`config.mk`:
```
export PLATFORM = sky130hd
export DESIGN_NAME = scan_tap_ctrl
export DESIGN_NICKNAME = d
export VERILOG_FILES = /design/src/rtl/scan_tap_pkg.sv /design/src/rtl/scan_tap_fsm.sv /design/src/rtl/scan_tap_ir.sv /design/src/rtl/scan_tap_decode.sv /design/src/rtl/scan_tap_dr.sv /design/src/rtl/scan_tap_ctrl.sv
export SDC_FILE = /design/constraint.sdc
export NUM_CORES = 1
export LEC_CHECK = 0
export BUFFER_PORTS_ARGS = -buffer_cell sky130_fd_sc_hd__buf_2
export CAP_MARGIN = 20
export CORE_UTILIZATION = 43
export DETAILED_ROUTE_END_ITERATION = 10
export MAX_ROUTING_LAYER = met4
export PLACE_DENSITY = 0.56
export RECOVER_POWER = 25
export SYNTH_ARGS = -nofsm -noshare
export SYNTH_HDL_FRONTEND = slang
export SYNTH_HIERARCHICAL = 1
export SYNTH_SLANG_ARGS = --single-unit
```
`constraint.sdc`:
```
create_clock -name tck -period 2.55 [get_ports tck]
set_input_delay 0.51 -clock tck [delete_from_list [all_inputs] [get_ports tck]]
set_output_delay 0.51 -clock tck [all_outputs]
set_load 0.005 [all_outputs]
```
`src/rtl/scan_tap_pkg.sv`:
```
package scan_tap_pkg;

   localparam int ID_W = 32;

   typedef enum logic [3:0] {
      ST_RESET,
      ST_IDLE,
      ST_DR_SEL,
      ST_DR_CAP,
      ST_DR_SHIFT,
      ST_DR_EXIT1,
      ST_DR_PAUSE,
      ST_DR_EXIT2,
      ST_DR_UPD,
      ST_IR_SEL,
      ST_IR_CAP,
      ST_IR_SHIFT,
      ST_IR_EXIT1,
      ST_IR_PAUSE,
      ST_IR_EXIT2,
      ST_IR_UPD
   } tap_state_e;

   typedef enum logic [1:0] {
      OPC_BYPASS,
      OPC_SAMPLE,
      OPC_EXTEST,
      OPC_IDCODE
   } op_class_e;

endpackage

```
`src/rtl/scan_tap_fsm.sv`:
```
module scan_tap_fsm
   import scan_tap_pkg::*;
(
   input  logic       tck,
   input  logic       trst_n,
   input  logic       tms,
   input  logic       hold_reset,
   output tap_state_e st
);

   tap_state_e nxt;

   always_comb begin
      nxt = st;
      unique case (st)
         ST_RESET:    nxt = tms ? ST_RESET    : ST_IDLE;
         ST_IDLE:     nxt = tms ? ST_DR_SEL   : ST_IDLE;
         ST_DR_SEL:   nxt = tms ? ST_IR_SEL   : ST_DR_CAP;
         ST_DR_CAP:   nxt = tms ? ST_DR_EXIT1 : ST_DR_SHIFT;
         ST_DR_SHIFT: nxt = tms ? ST_DR_EXIT1 : ST_DR_SHIFT;
         ST_DR_EXIT1: nxt = tms ? ST_DR_UPD   : ST_DR_PAUSE;
         ST_DR_PAUSE: nxt = tms ? ST_DR_EXIT2 : ST_DR_PAUSE;
         ST_DR_EXIT2: nxt = tms ? ST_DR_UPD   : ST_DR_SHIFT;
         ST_DR_UPD:   nxt = tms ? ST_DR_SEL   : ST_IDLE;
         ST_IR_SEL:   nxt = tms ? ST_RESET    : ST_IR_CAP;
         ST_IR_CAP:   nxt = tms ? ST_IR_EXIT1 : ST_IR_SHIFT;
         ST_IR_SHIFT: nxt = tms ? ST_IR_EXIT1 : ST_IR_SHIFT;
         ST_IR_EXIT1: nxt = tms ? ST_IR_UPD   : ST_IR_PAUSE;
         ST_IR_PAUSE: nxt = tms ? ST_IR_EXIT2 : ST_IR_PAUSE;
         ST_IR_EXIT2: nxt = tms ? ST_IR_UPD   : ST_IR_SHIFT;
         ST_IR_UPD:   nxt = tms ? ST_DR_SEL   : ST_IDLE;
         default:     nxt = ST_RESET;
      endcase
   end

   always_ff @(posedge tck or negedge trst_n) begin
      if (!trst_n)         st <= ST_RESET;
      else if (hold_reset) st <= ST_RESET;
      else                 st <= nxt;
   end

endmodule

```
`src/rtl/scan_tap_ir.sv`:
```
module scan_tap_ir
   import scan_tap_pkg::*;
#(
   parameter int                IR_LEN      = 3,
   parameter logic [IR_LEN-1:0] CAPTURE_PAT = 'b001,
   parameter logic [IR_LEN-1:0] RESET_CODE  = 'b010
)(
   input  logic              tck,
   input  logic              trst_n,
   input  tap_state_e        st,
   input  logic              tdi,
   output logic [IR_LEN-1:0] instr,
   output logic              ir_tdo
);

   logic [IR_LEN-1:0] sr;

   always_ff @(posedge tck or negedge trst_n) begin
      if (!trst_n)                sr <= CAPTURE_PAT;
      else if (st == ST_IR_CAP)   sr <= CAPTURE_PAT;
      else if (st == ST_IR_SHIFT) sr <= {tdi, sr[IR_LEN-1:1]};
   end

   always_ff @(negedge tck or negedge trst_n) begin
      if (!trst_n)              instr <= RESET_CODE;
      else if (st == ST_RESET)  instr <= RESET_CODE;
      else if (st == ST_IR_UPD) instr <= sr;
   end

   assign ir_tdo = sr[0];

endmodule

```
`src/rtl/scan_tap_decode.sv`:
```
module scan_tap_decode
   import scan_tap_pkg::*;
#(
   parameter int                IR_LEN      = 3,
   parameter bit                ID_PRESENT  = 1'b1,
   parameter logic [IR_LEN-1:0] OP_EXTEST_A = 'b000,
   parameter logic [IR_LEN-1:0] OP_EXTEST_B = 'b011,
   parameter logic [IR_LEN-1:0] OP_SAMPLE   = 'b001,
   parameter logic [IR_LEN-1:0] OP_IDCODE   = 'b010
)(
   input  logic [IR_LEN-1:0] instr,
   output op_class_e         op
);

   always_comb begin
      op = OPC_BYPASS;
      if (instr == OP_EXTEST_A || instr == OP_EXTEST_B)
         op = OPC_EXTEST;
      else if (instr == OP_SAMPLE)
         op = OPC_SAMPLE;
      else if (ID_PRESENT && instr == OP_IDCODE)
         op = OPC_IDCODE;
   end

endmodule

```
`src/rtl/scan_tap_dr.sv`:
```
module scan_tap_dr
   import scan_tap_pkg::*;
#(
   parameter bit              ID_PRESENT = 1'b1,
   parameter logic [ID_W-1:0] ID_WORD    = 32'h0000_0001
)(
   input  logic       tck,
   input  logic       trst_n,
   input  tap_state_e st,
   input  op_class_e  op,
   input  logic       tdi,
   output logic       byp_tdo,
   output logic       id_tdo
);

   always_ff @(posedge tck or negedge trst_n) begin
      if (!trst_n)                byp_tdo <= 1'b0;
      else if (st == ST_DR_CAP)   byp_tdo <= 1'b0;
      else if (st == ST_DR_SHIFT) byp_tdo <= tdi;
   end

   generate
      if (ID_PRESENT) begin : g_id
         logic [ID_W-1:0] id_sr;
         always_ff @(posedge tck or negedge trst_n) begin
            if (!trst_n)
               id_sr <= ID_WORD;
            else if (op == OPC_IDCODE && st == ST_DR_CAP)
               id_sr <= ID_WORD;
            else if (op == OPC_IDCODE && st == ST_DR_SHIFT)
               id_sr <= {tdi, id_sr[ID_W-1:1]};
         end
         assign id_tdo = id_sr[0];
      end else begin : g_no_id
         assign id_tdo = 1'b0;
      end
   endgenerate

endmodule

```
`src/rtl/scan_tap_ctrl.sv`:
```
module scan_tap_ctrl
   import scan_tap_pkg::*;
#(
   parameter int                IR_LEN      = 3,
   parameter bit                ID_PRESENT  = 1'b1,
   parameter int                VER_W       = 4,
   parameter int                PART_W      = 16,
   parameter int                MFR_W       = 11,
   parameter logic [VER_W-1:0]  ID_VERSION  = 4'h3,
   parameter logic [PART_W-1:0] ID_PART     = 16'hC6A1,
   parameter logic [MFR_W-1:0]  ID_MFR      = 11'h1D5,
   parameter logic [IR_LEN-1:0] CAPTURE_PAT = 'b001,
   parameter logic [IR_LEN-1:0] OP_EXTEST_A = 'b000,
   parameter logic [IR_LEN-1:0] OP_EXTEST_B = 'b011,
   parameter logic [IR_LEN-1:0] OP_SAMPLE   = 'b001,
   parameter logic [IR_LEN-1:0] OP_IDCODE   = 'b010
)(
   input  logic tck,
   input  logic trst_n,
   input  logic tms,
   input  logic tdi,
   input  logic comply_en,
   input  logic bsr_tdo,
   output logic tdo,
   output logic tdo_oe,
   output logic bsr_sel,
   output logic bsr_capture,
   output logic bsr_shift,
   output logic bsr_update,
   output logic extest_mode
);

   localparam logic [ID_W-1:0] ID_WORD = {ID_VERSION, ID_PART, ID_MFR, 1'b1};

   generate
      if (IR_LEN < 2) begin : g_bad_ir
         $error("scan_tap_ctrl: IR_LEN must be at least 2");
      end
      if (VER_W + PART_W + MFR_W != ID_W - 1) begin : g_bad_id
         $error("scan_tap_ctrl: identification fields must fill 31 bits");
      end
      if (CAPTURE_PAT[1:0] != 2'b01) begin : g_bad_cap
         $error("scan_tap_ctrl: capture pattern must end in 01");
      end
   endgenerate

   tap_state_e        st_q;
   op_class_e         op_q;
   logic [IR_LEN-1:0] instr_q;
   logic              ir_tdo;
   logic              byp_tdo;
   logic              id_tdo;
   logic              ser_out;
   logic              tdo_q;
   logic              oe_q;
   logic              bnd_op;

   scan_tap_fsm u_fsm (
      .tck        (tck),
      .trst_n     (trst_n),
      .tms        (tms),
      .hold_reset (!comply_en),
      .st         (st_q)
   );

   scan_tap_ir #(
      .IR_LEN      (IR_LEN),
      .CAPTURE_PAT (CAPTURE_PAT),
      .RESET_CODE  (OP_IDCODE)
   ) u_ir (
      .tck    (tck),
      .trst_n (trst_n),
      .st     (st_q),
      .tdi    (tdi),
      .instr  (instr_q),
      .ir_tdo (ir_tdo)
   );

   scan_tap_decode #(
      .IR_LEN      (IR_LEN),
      .ID_PRESENT  (ID_PRESENT),
      .OP_EXTEST_A (OP_EXTEST_A),
      .OP_EXTEST_B (OP_EXTEST_B),
      .OP_SAMPLE   (OP_SAMPLE),
      .OP_IDCODE   (OP_IDCODE)
   ) u_dec (
      .instr (instr_q),
      .op    (op_q)
   );

   scan_tap_dr #(
      .ID_PRESENT (ID_PRESENT),
      .ID_WORD    (ID_WORD)
   ) u_dr (
      .tck     (tck),
      .trst_n  (trst_n),
      .st      (st_q),
      .op      (op_q),
      .tdi     (tdi),
      .byp_tdo (byp_tdo),
      .id_tdo  (id_tdo)
   );

   // serial path selection
   always_comb begin
      if (st_q == ST_IR_SHIFT) begin
         ser_out = ir_tdo;
      end else begin
         unique case (op_q)
            OPC_BYPASS: ser_out = byp_tdo;
            OPC_IDCODE: ser_out = id_tdo;
            default:    ser_out = bsr_tdo;
         endcase
      end
   end

   // output retimed on the falling edge
   always_ff @(negedge tck or negedge trst_n) begin
      if (!trst_n) begin
         tdo_q <= 1'b0;
         oe_q  <= 1'b0;
      end else begin
         tdo_q <= ser_out;
         oe_q  <= (st_q == ST_IR_SHIFT) || (st_q == ST_DR_SHIFT);
      end
   end

   assign bnd_op      = (op_q == OPC_SAMPLE) || (op_q == OPC_EXTEST);
   assign tdo         = tdo_q;
   assign tdo_oe      = oe_q & comply_en;
   assign bsr_sel     = comply_en & bnd_op;
   assign bsr_capture = bsr_sel & (st_q == ST_DR_CAP);
   assign bsr_shift   = bsr_sel & (st_q == ST_DR_SHIFT);
   assign bsr_update  = bsr_sel & (st_q == ST_DR_UPD);
   assign extest_mode = comply_en & (op_q == OPC_EXTEST);

endmodule

```
# --- Word level (Yosys, flattened, before mapping) ---
# Cells that the tools add are included.
word_totals:
  ram_bits: 0
  rom_bits: 0
  reg_bits: 45
  latchBits: 0
  input_bits: 6
  memories: 0
  word_cells: 76
op_classes:
  addsub: 0
  bitwise_logic: 6
  div_mod_pow: 0
  mul: 0
  reduce_logical: 15
  eq_ne: 21
  shifts: 0
  order_cmp: 0
  n_mux: 27
op_table:
  columns: ["cell", "n"]
  rows:
  - ["$mux 32", 2]
  - ["$pmux 4 s12", 1]
  - ["$eq 4x4->1 const B", 8]
  - ["$mux 4", 5]
  - ["$mux 3", 6]
  - ["$eq 4x3->1 const B", 4]
  - ["$mux 2", 6]
  - ["$eq 4x2->1 const B", 2]
  - ["$reduce_bool 2->1", 4]
  - ["$and 1x1->1", 6]
  - ["$eq 3x2->1 const B", 2]
  - ["$mux 1", 6]
  - ["$eq 2x2->1 const B", 2]
  - ["$eq 4x1->1 const B", 1]
  - ["$logic_not 4->1", 1]
  - ["$reduce_or 2->1", 2]
  - ["$eq 3x1->1 const B", 1]
  - ["$logic_not 3->1", 1]
  - ["$logic_or 1x1->1", 3]
  - ["$reduce_or 3->1", 1]
  - ["$eq 2x1->1 const B", 1]
  - ["$logic_and 1x1->1", 2]
  - ["$logic_not 2->1", 1]
  - ["$pmux 1 s2", 1]

# --- Longest topological paths before layout ---
# Gate-level depths: netlist of the first run.
depth:
  word_depth: 8
  mapped_depth: 7

# --- Modules after synthesis ---
# The synthesis of the first run kept the hierarchy.
modules_own_cells:
  columns: ["mod", "area_each_um2", "cells_per_inst", "seq_area_each_um2", "n_inst"]
  rows:
  - ["scan_tap_dr", 1511.4, 130, 845.8, 1]
  - ["scan_tap_fsm", 321.6, 38, 100.1, 1]
  - ["scan_tap_ir", 285.3, 30, 152.6, 1]
  - ["scan_tap_ctrl", 192.7, 26, 50.0, 1]
  - ["scan_tap_decode", 21.3, 4, 0.0, 1]

==> tab_implementation.tex, run 1 <==
\begin{tabular}{lr}
\hline
Metric & Value \\
\hline
\multicolumn{2}{l}{\textbf{CTS}} \\
Skew-Pair Late Insertion Delay & 350 ps \\
Clock edge transition at the registers on the reported setup and hold paths & 90 ps \\
Longest Clk Path Bufs & 2 \\
Number of clock sinks & 45 \\
Clock buffers created by TritonCTS & 5 \\
CTS H-tree depth & 2 \\
Clk Tree Root Cell & sky130\_fd\_sc\_hd\_\_clkbuf\_8 \\
CTS tree & built \\
\multicolumn{2}{l}{\textbf{Synth}} \\
Syn. warnings & 6 \\
Most common cell in the synthesized netlist & sky130\_fd\_sc\_hd\_\_nor2\_1 \\
Mapped Avg Cell Area & 10.23 um2 \\
Cell accounting for the most synthesized area & sky130\_fd\_sc\_hd\_\_dfrtp\_1 \\
Post-synth top area share & 0.2468 \\
Number of flops mapped to enable cells by yosys & 0 \\
Dominant synthesized flop cell & sky130\_fd\_sc\_hd\_\_dfrtp\_1 \\
Count of unique library cells instantiated by Yosys & 45 \\
Flip-flop and latch count after synthesis & 45 \\
Leading cell types by count after synthesis & 33 x sky130\_fd\_sc\_hd\_\_nor2\_1, 30 x sky130\_fd\_sc\_hd\_\_inv\_1, 23 x sky130\_fd\_sc\_hd\_\_dfrtp\_1 \\
Proportion of register bits with asynchronous set or reset after synthesis & 1.000 \\
Synthesized net count & 237 \\
Cell types with the largest area share after synthesis & sky130\_fd\_sc\_hd\_\_dfrtp\_1 25\%, sky130\_fd\_sc\_hd\_\_dfstp\_2 20\%, sky130\_fd\_sc\_hd\_\_mux2\_2 7.2\% \\
Synthesized cell area & 2332 um2 \\
Sequential-to-total area share from yosys stat & 0.4925 \\
Syn Inst Count & 228 \\
\multicolumn{2}{l}{\textbf{Worst setup path}} \\
Slowest cell delay on critical path & 530 ps \\
Critical path data required time & 2040 ps \\
Endpoint arrival time on the critical path & 3050 ps \\
Crit Path Category & flip-flop to output pin \\
Number of cells traversed by the worst register-to-register path & 8 \\
Number of gates on the worst path with buffers counted & 7 \\
Startpoint types & flip-flop \\
Worst path cell trace & xnor2\_1 -> nor2\_1 -> inv\_1 -> ha\_4 -> nand2\_4 -> nor4\_2 -> buf\_2 \\
Cell family with most CP delay & flip-flops \\
Slowest library cell on the worst path & sky130\_fd\_sc\_hd\_\_dfstp\_2 \\
CP bufs+invs & 2 \\
Critical path capture point type & output pin \\
CP Max Fanout & 4 \\
\multicolumn{2}{l}{\textbf{Global route}} \\
Vias in the first global route & 1592 \\
Pin count of the biggest net entering global routing & 34 \\
Global-route wire length before repair & 7693 um \\
Remaining global-route overflow & 0 \\
Initial antenna violation count & 0 \\
Combined global-route utilization of all metal layers & 0.1889 \\
\multicolumn{2}{l}{\textbf{Timing}} \\
Measured slew at the worst slew-check pin & 821.5 ps \\
Largest clock skew in the final design & 61.87 ps \\
Slack of the critical path & -1008 ps \\
Setup violations, final & 39 \\
Tightest slew margin relative to the limit & 0.4523 \\
Setup repair after global routing missed its margin & true \\
Count of final hold-check violations & 0 \\
Final-report max-slew violation count & 0 \\
\multicolumn{2}{l}{\textbf{Floorplan}} \\
Core Footprint & 5172 um2 \\
Area enclosed by the die boundary & 5722 um2 \\
Effective utilization at floorplan & 0.4509 \\
Die Span Y & 75.65 um \\
Top-Level Pins & 13 \\
Num rows & 26 \\
Die width & 75.65 um \\
\multicolumn{2}{l}{\textbf{Detailed routing}} \\
Post-DR wirelength/cell & 13.52 um \\
Vias after detailed routing & 1671 \\
Number of nets with antenna violations after detailed routing & 0 \\
Via-per-instance ratio & 5.003 \\
Count of unresolved DRC violations after routing & 0 \\
Drt initial violations & 88 \\
Final routed wirelength across all metal layers & 4515 um \\
First-pass DRT Iterations & 4 \\
\multicolumn{2}{l}{\textbf{Final layout}} \\
Post-layout util & 0.5556 \\
\# diodes & 0 \\
FF+latch area & 1149 um2 \\
Multi-input combinational cell area & 1105 um2 \\
Post-route cell area & 2874 um2 \\
Fraction of final layout cells with drive strength greater than 1 & 0.3447 \\
Layout-stage area growth over the synthesis result & 23.23\% \\
Fillcell total & 458 \\
Post-layout net count & 272 \\
\multicolumn{2}{l}{\textbf{Power}} \\
Net Sw Power & 0.5446 mW \\
Proportion of power drawn by the clock network & 0.242 \\
Power per Cell Area & 662.0 nW/um2 \\
Sw Ratio & 0.2862 \\
Proportion of power drawn by flip-flops and latches & 0.523 \\
Cell Int Power & 1.358 mW \\
Peak supply drop & 0.2392 mV \\
Static leakage & 1.286 nW \\
Share of power burned in combinational logic & 0.234 \\
\multicolumn{2}{l}{\textbf{Placed design}} \\
Half-perimeter wire length of the detailed placement result & 2893 um \\
Placed standard-cell area & 2670 um2 \\
I/O Buffers & 12 \\
Last weighted congestion value of the routability-driven placer & 0.7687 \\
\multicolumn{2}{l}{\textbf{Min path}} \\
Number of cells on the worst hold path & 2 \\
Class of the tightest hold or removal check & flip-flop to flip-flop \\
\multicolumn{2}{l}{\textbf{Job}} \\
Max capacitance violation total & 0 \\
\multicolumn{2}{l}{\textbf{Outcome}} \\
Status & complete, but fails checks \\
Violations in the final reports & negative setup slack \\
\hline
\end{tabular}
==> sequential cells by signal, summed over array words and instances (netlist names) <==
register and cells:
u_ir/sr 3, tdo 1, u_ir/instr 3, u_dr/byp_tdo 1
u_dr/g_id.id_sr 32, oe_q 1, u_fsm/st 4
==> per-stage QoR <==
stage | worst slack, ps | power, mW | cells | setup TNS (ps) | hold WS, ps
2_1_floorplan | -624.6 | 1.319 | 228 | -17420 | 214.4
3_3_place_gp | -659.6 | 1.424 | 321 | -20460 | 452.9
3_5_place_dp | -664.3 | 1.432 | 321 | -21020 | 455.8
4_1_cts | -1031 | 1.927 | 334 | -25170 | 281.9
5_1_grt | -1111 | 2.032 | 334 | -26290 | 486.8
6_report | -1008 | 1.903 | 334 | -23410 | 470.8
==> routing by layer <==
metal / vias up / share of wire / track usage / routed length (um)
li1: 838 / - / - / -
met1: 806 / 0.49 / 0.2477 / 2213
met2: 25 / 0.48 / 0.3056 / 2156
met3: 2 / 0.028 / 0.03571 / 125
met4: 0 / 0.0042 / 0.04321 / 19
met5: - / 0 / - / 0
==> path summary, 6_finish.rpt <==
check / from / endpoint / slack [ps]
worst max register to register: u_ir/instr[1] / u_dr/g_id.id_sr[15] / -640
max in group asynchronous: trst_n / u_ir/instr[1] / 840
worst max-delay path: u_ir/instr[1] / bsr_capture / -1010
worst min-delay path: u_dr/g_id.id_sr[29] / u_dr/g_id.id_sr[29] / 470
worst min register to register: u_dr/g_id.id_sr[29] / u_dr/g_id.id_sr[29] / 470
min in group asynchronous: trst_n / u_dr/g_id.id_sr[30] / 530
==> area by class of cell <==
class | count | share of cell area
sequential | 45 | 0.3997
timing repair buffer | 38 | 0.1136
tap | 70 | 0.03047
inverter | 29 | 0.03788
clock buffer | 5 | 0.02394
multi-input combinational | 143 | 0.3844
clock inverter | 4 | 0.01001
==> cell families after synthesis <==
family                   share of synthesized area
buffers and inverters                      0.07886
flip-flops                                  0.4925
AND/OR/NAND/NOR                             0.1631
AO/OA/AOI/OAI                               0.1009
adder cells (fa/ha/maj)                    0.01610
XOR/XNOR                                  0.007512
multiplexers                                0.1411
==> placed cells by master, fill, tap and decap left out, types with 2 or more instances in the layout <==
cell / n
sky130_fd_sc_hd__nor2_1: 33
sky130_fd_sc_hd__inv_1: 30
sky130_fd_sc_hd__dfrtp_1: 23
sky130_fd_sc_hd__dfstp_2: 18
sky130_fd_sc_hd__buf_4: 15
sky130_fd_sc_hd__mux2i_1: 15
sky130_fd_sc_hd__mux2_4: 15
sky130_fd_sc_hd__buf_2: 11
sky130_fd_sc_hd__nand2_1: 9
sky130_fd_sc_hd__nor2b_1: 7
sky130_fd_sc_hd__o22ai_1: 6
sky130_fd_sc_hd__nand3b_1: 5
sky130_fd_sc_hd__clkbuf_8: 5
sky130_fd_sc_hd__buf_6: 5
sky130_fd_sc_hd__a21oi_1: 5
sky130_fd_sc_hd__a221oi_1: 4
sky130_fd_sc_hd__dfrtn_1: 4
sky130_fd_sc_hd__o21ai_0: 4
sky130_fd_sc_hd__nand2b_1: 3
sky130_fd_sc_hd__and2_1: 2
sky130_fd_sc_hd__nand2_4: 2
sky130_fd_sc_hd__buf_16: 2
sky130_fd_sc_hd__clkbuf_1: 2
sky130_fd_sc_hd__xnor2_1: 2
sky130_fd_sc_hd__a21oi_2: 2
sky130_fd_sc_hd__nand3_1: 2
sky130_fd_sc_hd__a21o_1: 2
sky130_fd_sc_hd__a2111oi_0: 2
==> what timing repair did <==
| action | 4_1_cts | 5_1_grt |
|---|---|---|
| hold buffers | 0 | 0 |
| gates cloned | 2 | 0 |
| endpoints found under the setup margin | 39 | 39 |
| setup buffers | 3 | 0 |
| pin swaps | 5 | 2 |
| gates resized for setup | 12 | 1 |
==> worst register-to-register path: cells and delay by family (launching register included) <==
family | cells | cell delay [ps]
flip-flops | 1 | 530
multiplexers | 1 | 300
AO/OA/AOI/OAI | 2 | 340
buffers and inverters | 4 | 520
AND/OR/NAND/NOR | 1 | 60
==> power by group through the flow <==
stage | combinational [mW] | sequential, mW | clock [mW]
4_1_cts | 0.446 | 0.996 | 0.485
3_5_place_dp | 0.421 | 1.01 | 0.00491
6_report | 0.445 | 0.996 | 0.461
2_1_floorplan | 0.318 | 0.996 | 0.00491
3_3_place_gp | 0.413 | 1.01 | 0.00491
5_1_grt | 0.500 | 1.02 | 0.514
(Power assumes the default switching activity.)
==> run 2, diff against run 1 <==
- SYNTH_HIERARCHICAL: 1 -> unset
==> run 2 against run 1 <==
Against the previous run:
- the flow still finishes with violations (negative setup slack)
- die area is 1.5% lower
- non-clock buffer count is 9 higher
- count of clock-buffer cells in the layout is 1 higher
- register-to-register slack worse by 370 ps
- synthesized cell count is 2.2% lower
- first-iteration DRC count is 14% lower
- global-route usage is 0.36 points lower
- critical path depth is 1 lower
- cell count is 0.30% lower
- combinational power is 26% lower
- sequential cell count stayed put
==> tab_implementation.tex, run 2 <==
\begin{tabular}{lr}
\hline
Metric & Value \\
\hline
\multicolumn{2}{l}{\textbf{Outcome}} \\
Status & complete, but fails checks \\
Violations in the final reports & negative setup slack \\
\multicolumn{2}{l}{\textbf{Worst setup path}} \\
Worst path cell trace & xor2\_1 -> nand2b\_1 -> ha\_1 -> nand2b\_4 -> nor4\_4 -> buf\_2 \\
CP Max Fanout & 4 (unchanged) \\
Cell family with most CP delay & flip-flops \\
Critical path data required time & 2040 ps (about the same) \\
Worst r2r dst & u\_dr.g\_id.id\_sr[2] \\
Crit Path Category & flip-flop to output pin \\
Startpoint types & flip-flop \\
Number of cells traversed by the worst register-to-register path & 11 (+3) \\
Slowest cell delay on critical path & 540 ps (about the same) \\
Reg2reg setup slack & -1010 ps (-370 ps) \\
Critical path capture point type & output pin \\
CP bufs+invs & 1 (-1) \\
Start of the worst register-to-register path & u\_ir.instr[1] \\
Endpoint arrival time on the critical path & 3150 ps (+100 ps) \\
Slowest library cell on the worst path & sky130\_fd\_sc\_hd\_\_dfstp\_2 \\
\multicolumn{2}{l}{\textbf{Timing}} \\
Hold Slack & 238.7 ps (-232.1 ps) \\
Slack of the critical path & -1110 ps (-101.7 ps) \\
Setup repair after global routing missed its margin & true \\
Count of final hold-check violations & 0 (unchanged) \\
Largest clock skew in the final design & 60.99 ps (-0.8822 ps) \\
Tightest slew margin relative to the limit & 0.4324 (-0.01992) \\
Setup violations, final & 39 (unchanged) \\
Measured slew at the worst slew-check pin & 851.4 ps (+29.88 ps) \\
Final-report max-slew violation count & 0 (unchanged) \\
\multicolumn{2}{l}{\textbf{Final layout}} \\
Biggest registers after layout & u\_dr.g\_id.id\_sr x32, u\_fsm.st x4 \\
FF+latch area & 1149 um2 (unchanged) \\
Multi-input combinational cell area & 1044 um2 (-5.5\%) \\
Post-layout util & 0.5596 (+0.004004) \\
Register with the highest flop count & u\_dr.g\_id.id\_sr \\
\# diodes & 0 (unchanged) \\
Highest-count cells in the layout ignoring fill and taps & 34 x sky130\_fd\_sc\_hd\_\_nor2\_1, 26 x sky130\_fd\_sc\_hd\_\_buf\_4, 23 x sky130\_fd\_sc\_hd\_\_inv\_1, 23 x sky130\_fd\_sc\_hd\_\_dfrtp\_1, 18 x sky130\_fd\_sc\_hd\_\_dfstp\_2 \\
Layout-stage area growth over the synthesis result & 25.29\% \\
Largest register FFs & 32 (unchanged) \\
Fillcell total & 464 (+1.3\%) \\
Fraction of final layout cells with drive strength greater than 1 & 0.3726 (+0.02793) \\
Commonest non-fill, non-tap cell in the layout & sky130\_fd\_sc\_hd\_\_nor2\_1 \\
Post-layout net count & 271 (-0.37\%) \\
\multicolumn{2}{l}{\textbf{Detailed routing}} \\
Post-DR wirelength/cell & 13.17 um (-2.6\%) \\
Drt initial violations & 76 (-14\%) \\
Via-per-instance ratio & 4.841 (-3.2\%) \\
Vias after detailed routing & 1612 (-3.5\%) \\
Number of nets with antenna violations after detailed routing & 0 (unchanged) \\
Count of unresolved DRC violations after routing & 0 (unchanged) \\
Final routed wirelength across all metal layers & 4384 um (-2.9\%) \\
First-pass DRT Iterations & 4 (unchanged) \\
\multicolumn{2}{l}{\textbf{CTS}} \\
Clock buffers created by TritonCTS & 5 (unchanged) \\
Skew-Pair Late Insertion Delay & 350 ps (about the same) \\
Longest Clk Path Bufs & 2 (unchanged) \\
Clk Tree Root Cell & sky130\_fd\_sc\_hd\_\_clkbuf\_8 \\
CTS H-tree depth & 2 (unchanged) \\
Number of clock sinks & 45 (unchanged) \\
Clock edge transition at the registers on the reported setup and hold paths & 80 ps (about the same) \\
CTS tree & built \\
Hold Buf Count CTS & 0 (unchanged) \\
\multicolumn{2}{l}{\textbf{Placed design}} \\
Half-perimeter wire length of the detailed placement result & 2752 um (-4.9\%) \\
I/O Buffers & 12 (unchanged) \\
Worst Setup Slack post-DPL & -753.8 ps (-89.54 ps) \\
Last weighted congestion value of the routability-driven placer & 0.7576 (-1.4\%) \\
\multicolumn{2}{l}{\textbf{Synth}} \\
Count of unique library cells instantiated by Yosys & 42 (-6.7\%) \\
Leading cell types by count after synthesis & 35 x sky130\_fd\_sc\_hd\_\_nor2\_1, 24 x sky130\_fd\_sc\_hd\_\_inv\_1, 23 x sky130\_fd\_sc\_hd\_\_dfrtp\_1 \\
Flip-flop and latch count after synthesis & 45 (unchanged) \\
Mapped Avg Cell Area & 10.30 um2 (+0.65\%) \\
Dominant synthesized flop cell & sky130\_fd\_sc\_hd\_\_dfrtp\_1 \\
Syn. warnings & 0 (-6) \\
Synthesized net count & 232 (-2.1\%) \\
Cell types with the largest area share after synthesis & sky130\_fd\_sc\_hd\_\_dfrtp\_1 25\%, sky130\_fd\_sc\_hd\_\_dfstp\_2 21\%, sky130\_fd\_sc\_hd\_\_mux2i\_1 7.0\% \\
Synthesized cell area & 2296 um2 (-1.6\%) \\
Syn Inst Count & 223 (-2.2\%) \\
Cell accounting for the most synthesized area & sky130\_fd\_sc\_hd\_\_dfrtp\_1 \\
Post-synth top area share & 0.2507 (+0.003900) \\
Number of flops mapped to enable cells by yosys & 0 (unchanged) \\
Proportion of register bits with asynchronous set or reset after synthesis & 1.000 (unchanged) \\
Most common cell in the synthesized netlist & sky130\_fd\_sc\_hd\_\_nor2\_1 \\
Sequential-to-total area share from yosys stat & 0.5003 (+0.007783) \\
\multicolumn{2}{l}{\textbf{Floorplan}} \\
Core Footprint & 5140 um2 (-0.63\%) \\
Area enclosed by the die boundary & 5636 um2 (-1.5\%) \\
Die width & 75.07 um (-0.76\%) \\
Top-Level Pins & 13 (unchanged) \\
Num rows & 26 (unchanged) \\
Effective utilization at floorplan & 0.4467 (-0.004206) \\
Die Span Y & 75.07 um (-0.76\%) \\
\multicolumn{2}{l}{\textbf{Global route}} \\
Vias in the first global route & 1569 (-1.4\%) \\
Remaining global-route overflow & 0 (unchanged) \\
Pin count of the biggest net entering global routing & 35 (+2.9\%) \\
Global-route wire length before repair & 7521 um (-2.2\%) \\
Combined global-route utilization of all metal layers & 0.1853 (-0.003611) \\
Initial antenna violation count & 0 (unchanged) \\
\multicolumn{2}{l}{\textbf{Power}} \\
Static leakage & 1.290 nW (+0.34\%) \\
Power per Cell Area & 621.9 nW/um2 (-6.1\%) \\
Peak supply drop & 0.2983 mV (+25\%) \\
\multicolumn{2}{l}{\textbf{Job}} \\
Max capacitance violation total & 0 (unchanged) \\
\multicolumn{2}{l}{\textbf{Min path}} \\
Class of the tightest hold or removal check & input port to async pin \\
\hline
\end{tabular}
==> run 2: worst max path at each step <==
| stage | from | to | slack, ps | cells past startpoint |
|---|---|---|---|---|
| detailed placement | u_ir.instr[1] | bsr_update | -750 | 6 |
| global placement | u_ir.instr[1] | bsr_update | -710 | 6 |
| CTS | u_ir.instr[1] | bsr_update | -1100 | 6 |
| floorplan | u_ir.instr[1] | u_dr.g_id.id_sr[10] | -580 | 8 |
| finish | u_ir.instr[1] | bsr_update | -1110 | 6 |
| global route | u_ir.instr[1] | bsr_update | -1250 | 6 |
==> run 2: metrics by stage <==
stage	instances	instance area [um2]	setup TNS (ps)	power, mW
2_1_floorplan	223	2337	-18410	1.155
4_1_cts	330	2828	-31450	1.805
6_report	333	2877	-35570	1.789
5_1_grt	333	2877	-40820	1.894
3_3_place_gp	314	2589	-22120	1.240
3_5_place_dp	314	2589	-23230	1.242
==> run 2: cell type report <==
type                    count  share of cell area
well taps                  70             0.03045
flip-flops and latches     45              0.3993
clock buffers               6             0.02523
inverters                  23             0.03001
clock inverters             3             0.01348
repair buffers             47              0.1388
multi-input cells         139              0.3628
==> run 2: kinds of logic (layout without fill, tap and decap cells) <==
| logic type | count (synthesis) | after routing | share of synthesized area |
|---|---|---|---|
| XOR/XNOR | 2 | 2 | 0.007631 |
| AND/OR/NAND/NOR | 71 | 71 | 0.1570 |
| adder cells (fa/ha/maj) | 3 | 3 | 0.01635 |
| flip-flops | 45 | 45 | 0.5003 |
| buffers and inverters | 39 | 79 | 0.07738 |
| AO/OA/AOI/OAI | 30 | 30 | 0.08828 |
| multiplexers | 33 | 33 | 0.1531 |
==> run 2: timing repair <==
item,in CTS,in global routing
pin swaps,1,2
gates resized for setup,8,5
gates cloned,2,0
endpoints found under the setup margin,39,42
buffers inserted,6,3
==> run 2: metal layers <==
layer,wire length [um],vias to the layer above,share of wire,track usage
li1,-,816,-,-
met1,2161,770,0.49,0.2421
met2,2022,20,0.46,0.2853
met3,137,6,0.031,0.04016
met4,63,0,0.014,0.06289
met5,0,-,0,-
==> run 2: report_power, final <==
part / internal, mW / switching (mW) / total [mW]
Combinational: 0.170 / 0.158 / 0.329
Clock: 0.292 / 0.248 / 0.540
Sequential: 0.868 / 0.0519 / 0.920
Total: 1.33 / 0.458 / 1.79
==> run 3, diff against run 2 <==
==> constraint.sdc (replaced) <==
create_clock -name tck -period 2.55 [get_ports tck]
set_input_delay 0.51 -clock tck [delete_from_list [all_inputs] [get_ports tck]]
set_output_delay 0.51 -clock tck [all_outputs]
set_load 0.01 [all_outputs]
==> run 3 against run 2 <==
Against the previous run:
- the run still ends with negative setup slack left
- total power down 1.1%
- global-route usage up 1.1 points
- sequential share of layout area down 2.5 points
- sequential cell count unchanged
- non-clock buffer count up 6
- largest cell class unchanged
- wire length up 14%
- first-iteration DRC count up 37%
- via count up 6.3%
==> tab_implementation.tex, run 3 (synthesized netlist as in run 2, its figures left out) <==
\begin{tabular}{lr}
\hline
Metric & Value \\
\hline
\multicolumn{2}{l}{\textbf{CTS}} \\
Clock edge transition at the registers on the reported setup and hold paths & 90 ps (about the same) \\
Clock buffers created by TritonCTS & 5 (unchanged) \\
Hold Buf Count CTS & 0 (unchanged) \\
CTS tree & built \\
Number of clock sinks & 45 (unchanged) \\
Clk Tree Root Cell & sky130\_fd\_sc\_hd\_\_clkbuf\_8 \\
CTS H-tree depth & 2 (unchanged) \\
Skew-Pair Late Insertion Delay & 350 ps (about the same) \\
Longest Clk Path Bufs & 2 (unchanged) \\
\multicolumn{2}{l}{\textbf{Final layout}} \\
\# diodes & 0 (unchanged) \\
Fraction of final layout cells with drive strength greater than 1 & 0.4387 (+0.06604) \\
Register with the highest flop count & u\_dr.g\_id.id\_sr \\
Largest register FFs & 32 (unchanged) \\
Post-layout net count & 277 (+2.2\%) \\
Fillcell total & 441 (-5.0\%) \\
Post-layout util & 0.5976 (+0.03797) \\
Highest-count cells in the layout ignoring fill and taps & 32 x sky130\_fd\_sc\_hd\_\_nor2\_1, 24 x sky130\_fd\_sc\_hd\_\_buf\_4, 21 x sky130\_fd\_sc\_hd\_\_inv\_1, 21 x sky130\_fd\_sc\_hd\_\_dfrtp\_1, 18 x sky130\_fd\_sc\_hd\_\_dfstp\_2 \\
Commonest non-fill, non-tap cell in the layout & sky130\_fd\_sc\_hd\_\_nor2\_1 \\
Biggest registers after layout & u\_dr.g\_id.id\_sr x32, u\_fsm.st x4 \\
Cell Count, Final, Fillers Out & 339 (+1.8\%) \\
Layout-stage area growth over the synthesis result & 33.79\% \\
\multicolumn{2}{l}{\textbf{Outcome}} \\
Violations in the final reports & negative setup slack \\
Status & complete, but fails checks \\
\multicolumn{2}{l}{\textbf{Worst setup path}} \\
Slowest cell delay on critical path & 550 ps (about the same) \\
CP Max Fanout & 4 (unchanged) \\
Startpoint types & flip-flop \\
Crit Path Category & flip-flop to output pin \\
Critical path data required time & 2040 ps (about the same) \\
Endpoint arrival time on the critical path & 3170 ps (+20 ps) \\
Critical path capture point type & output pin \\
Worst path cell trace & inv\_2 -> a21oi\_4 -> buf\_4 -> ha\_4 -> nand2b\_4 -> nor4\_4 -> buf\_2 \\
Slowest library cell on the worst path & sky130\_fd\_sc\_hd\_\_dfstp\_2 \\
\multicolumn{2}{l}{\textbf{Detailed routing}} \\
Number of nets with antenna violations after detailed routing & 0 (unchanged) \\
Via-per-instance ratio & 5.056 (+4.4\%) \\
First-pass DRT Iterations & 4 (unchanged) \\
Final routed wirelength across all metal layers & 4994 um (+14\%) \\
Count of unresolved DRC violations after routing & 0 (unchanged) \\
Vias after detailed routing & 1714 (+6.3\%) \\
Post-DR wirelength/cell & 14.73 um (+12\%) \\
Drt initial violations & 104 (+37\%) \\
\multicolumn{2}{l}{\textbf{Min path}} \\
Class of the tightest hold or removal check & input port to async pin \\
\multicolumn{2}{l}{\textbf{Timing}} \\
Count of final hold-check violations & 0 (unchanged) \\
Slack of the critical path & -1129 ps (-19.71 ps) \\
Setup violations, final & 40 (+2.6\%) \\
Largest clock skew in the final design & 64.66 ps (+3.670 ps) \\
Tightest slew margin relative to the limit & 0.3634 (-0.06902) \\
Setup tns final & -31340 ps (+4227 ps) \\
Setup repair after global routing missed its margin & true \\
Final-report max-slew violation count & 0 (unchanged) \\
Measured slew at the worst slew-check pin & 954.9 ps (+103.5 ps) \\
\multicolumn{2}{l}{\textbf{Floorplan}} \\
Num rows & 26 (unchanged) \\
Area enclosed by the die boundary & 5636 um2 (unchanged) \\
Die Span Y & 75.07 um (unchanged) \\
Top-Level Pins & 13 (unchanged) \\
Effective utilization at floorplan & 0.4467 (unchanged) \\
Die width & 75.07 um (unchanged) \\
Core Footprint & 5140 um2 (unchanged) \\
\multicolumn{2}{l}{\textbf{Job}} \\
Max capacitance violation total & 0 (unchanged) \\
\multicolumn{2}{l}{\textbf{Power}} \\
Cell Int Power & 1.272 mW (-4.4\%) \\
Share of power burned in combinational logic & 0.214 (+0.030) \\
Peak supply drop & 0.2713 mV (-9.1\%) \\
Overall power consumption & 1.769 mW (-1.1\%) \\
Power per Cell Area & 575.9 nW/um2 (-7.4\%) \\
Static leakage & 1.342 nW (+4.0\%) \\
Proportion of power drawn by flip-flops and latches & 0.526 (+0.012) \\
Net Sw Power & 0.4971 mW (+8.5\%) \\
Proportion of power drawn by the clock network & 0.261 (-0.041) \\
Sw Ratio & 0.2810 (+0.02501) \\
\multicolumn{2}{l}{\textbf{Global route}} \\
Pin count of the biggest net entering global routing & 40 (+14\%) \\
Global-route wire length before repair & 7907 um (+5.1\%) \\
Remaining global-route overflow & 0 (unchanged) \\
Initial antenna violation count & 0 (unchanged) \\
Met2 routing resource usage after global routing & 0.3223 (+0.03704) \\
Global routing usage on met3 & 0.04819 (+0.008032) \\
Met1 track utilization from global routing & 0.2383 (-0.003803) \\
Vias in the first global route & 1658 (+5.7\%) \\
Global route hottest layer & met2 \\
Combined global-route utilization of all metal layers & 0.1961 (+0.01077) \\
\multicolumn{2}{l}{\textbf{Placed design}} \\
Half-perimeter wire length of the detailed placement result & 3115 um (+13\%) \\
Last weighted congestion value of the routability-driven placer & 0.9708 (+28\%) \\
I/O Buffers & 12 (unchanged) \\
Placed cells & 313 (-0.32\%) \\
\hline
\end{tabular}
-- run 3: cell types whose count changed in the layout (fill, tap and decap cells not counted), sizes merged --
cell / previous run / this run
clkbuf: 8 / 7
buf: 45 / 51
inv: 24 / 25
bufinv: 1 / 0
clkinv: 0 / 1
-- run 3: per-layer routing --
| metal | vias up | wire, um |
|---|---|---|
| met5 | - | 0 |
| met4 | 0 | 72 |
| met3 | 8 | 144 |
| met2 | 38 | 2494 |
| met1 | 839 | 2282 |
| li1 | 829 | - |
-- run 3: final cells by class --
class	count	area [um2]	share of cell area
Timing Repair Buffer	53	506.7	0.1650
Multi-Input combinational cell	139	1140	0.3711
Tap cell	70	87.58	0.02851
Clock inverter	4	28.78	0.009369
Sequential cell	45	1151	0.3747
Inverter	23	88.84	0.02892
Clock buffer	5	68.82	0.02240
-- run 3: what timing repair did --
| action | 4_1_cts | 5_1_grt |
|---|---|---|
| endpoints found under the setup margin | 39 | 43 |
| gates cloned | 3 | 0 |
| buffers inserted | 12 | 7 |
| gates resized for setup | 20 | 16 |
| pin swaps | 4 | 8 |
-- run 3: power by group through the flow --
stage	clock network, mW	logic, mW	registers [mW]
after floorplan	0.00491	0.252	0.920
after global placement	0.00491	0.314	0.936
after detailed placement	0.00491	0.331	0.937
after CTS	0.479	0.366	0.928
after global routing	0.508	0.420	0.943
final	0.461	0.378	0.930
-- run 3: per-stage QoR --
step                hold slack [ps]  setup WS (ps)  instance area (um2)
floorplan                     214.4         -630.3                 2396
detailed placement            461.2         -793.7                 2636
finish                        439.9          -1129                 3072
CTS                           246.4          -1146                 2967
global route                  448.6          -1203                 3072
global placement              452.6         -706.5                 2636
-- run 3: path summary, 6_finish.rpt --
path	startpoint	end	slack, ps	cells after the start
max	u_ir.instr[1]	bsr_update	-1130	7
min	trst_n	u_ir.sr[0]	440	1
max reg2reg	u_ir.instr[1]	u_dr.g_id.id_sr[25]	-880	10
min reg2reg	u_dr.g_id.id_sr[27]	u_dr.g_id.id_sr[27]	470	2
max in group asynchronous	trst_n	u_ir.instr[1]	840	1
min in group tck	tdi	u_dr.byp_tdo	470	2
-- run 3: worst max-delay path: cells and delay by family, from the launching register on --
kind | cells | cell delay, ps
fa+ha+maj | 1 | 190
flops | 1 | 550
simple gates | 2 | 290
compound gates | 1 | 130
buf+inv | 3 | 370
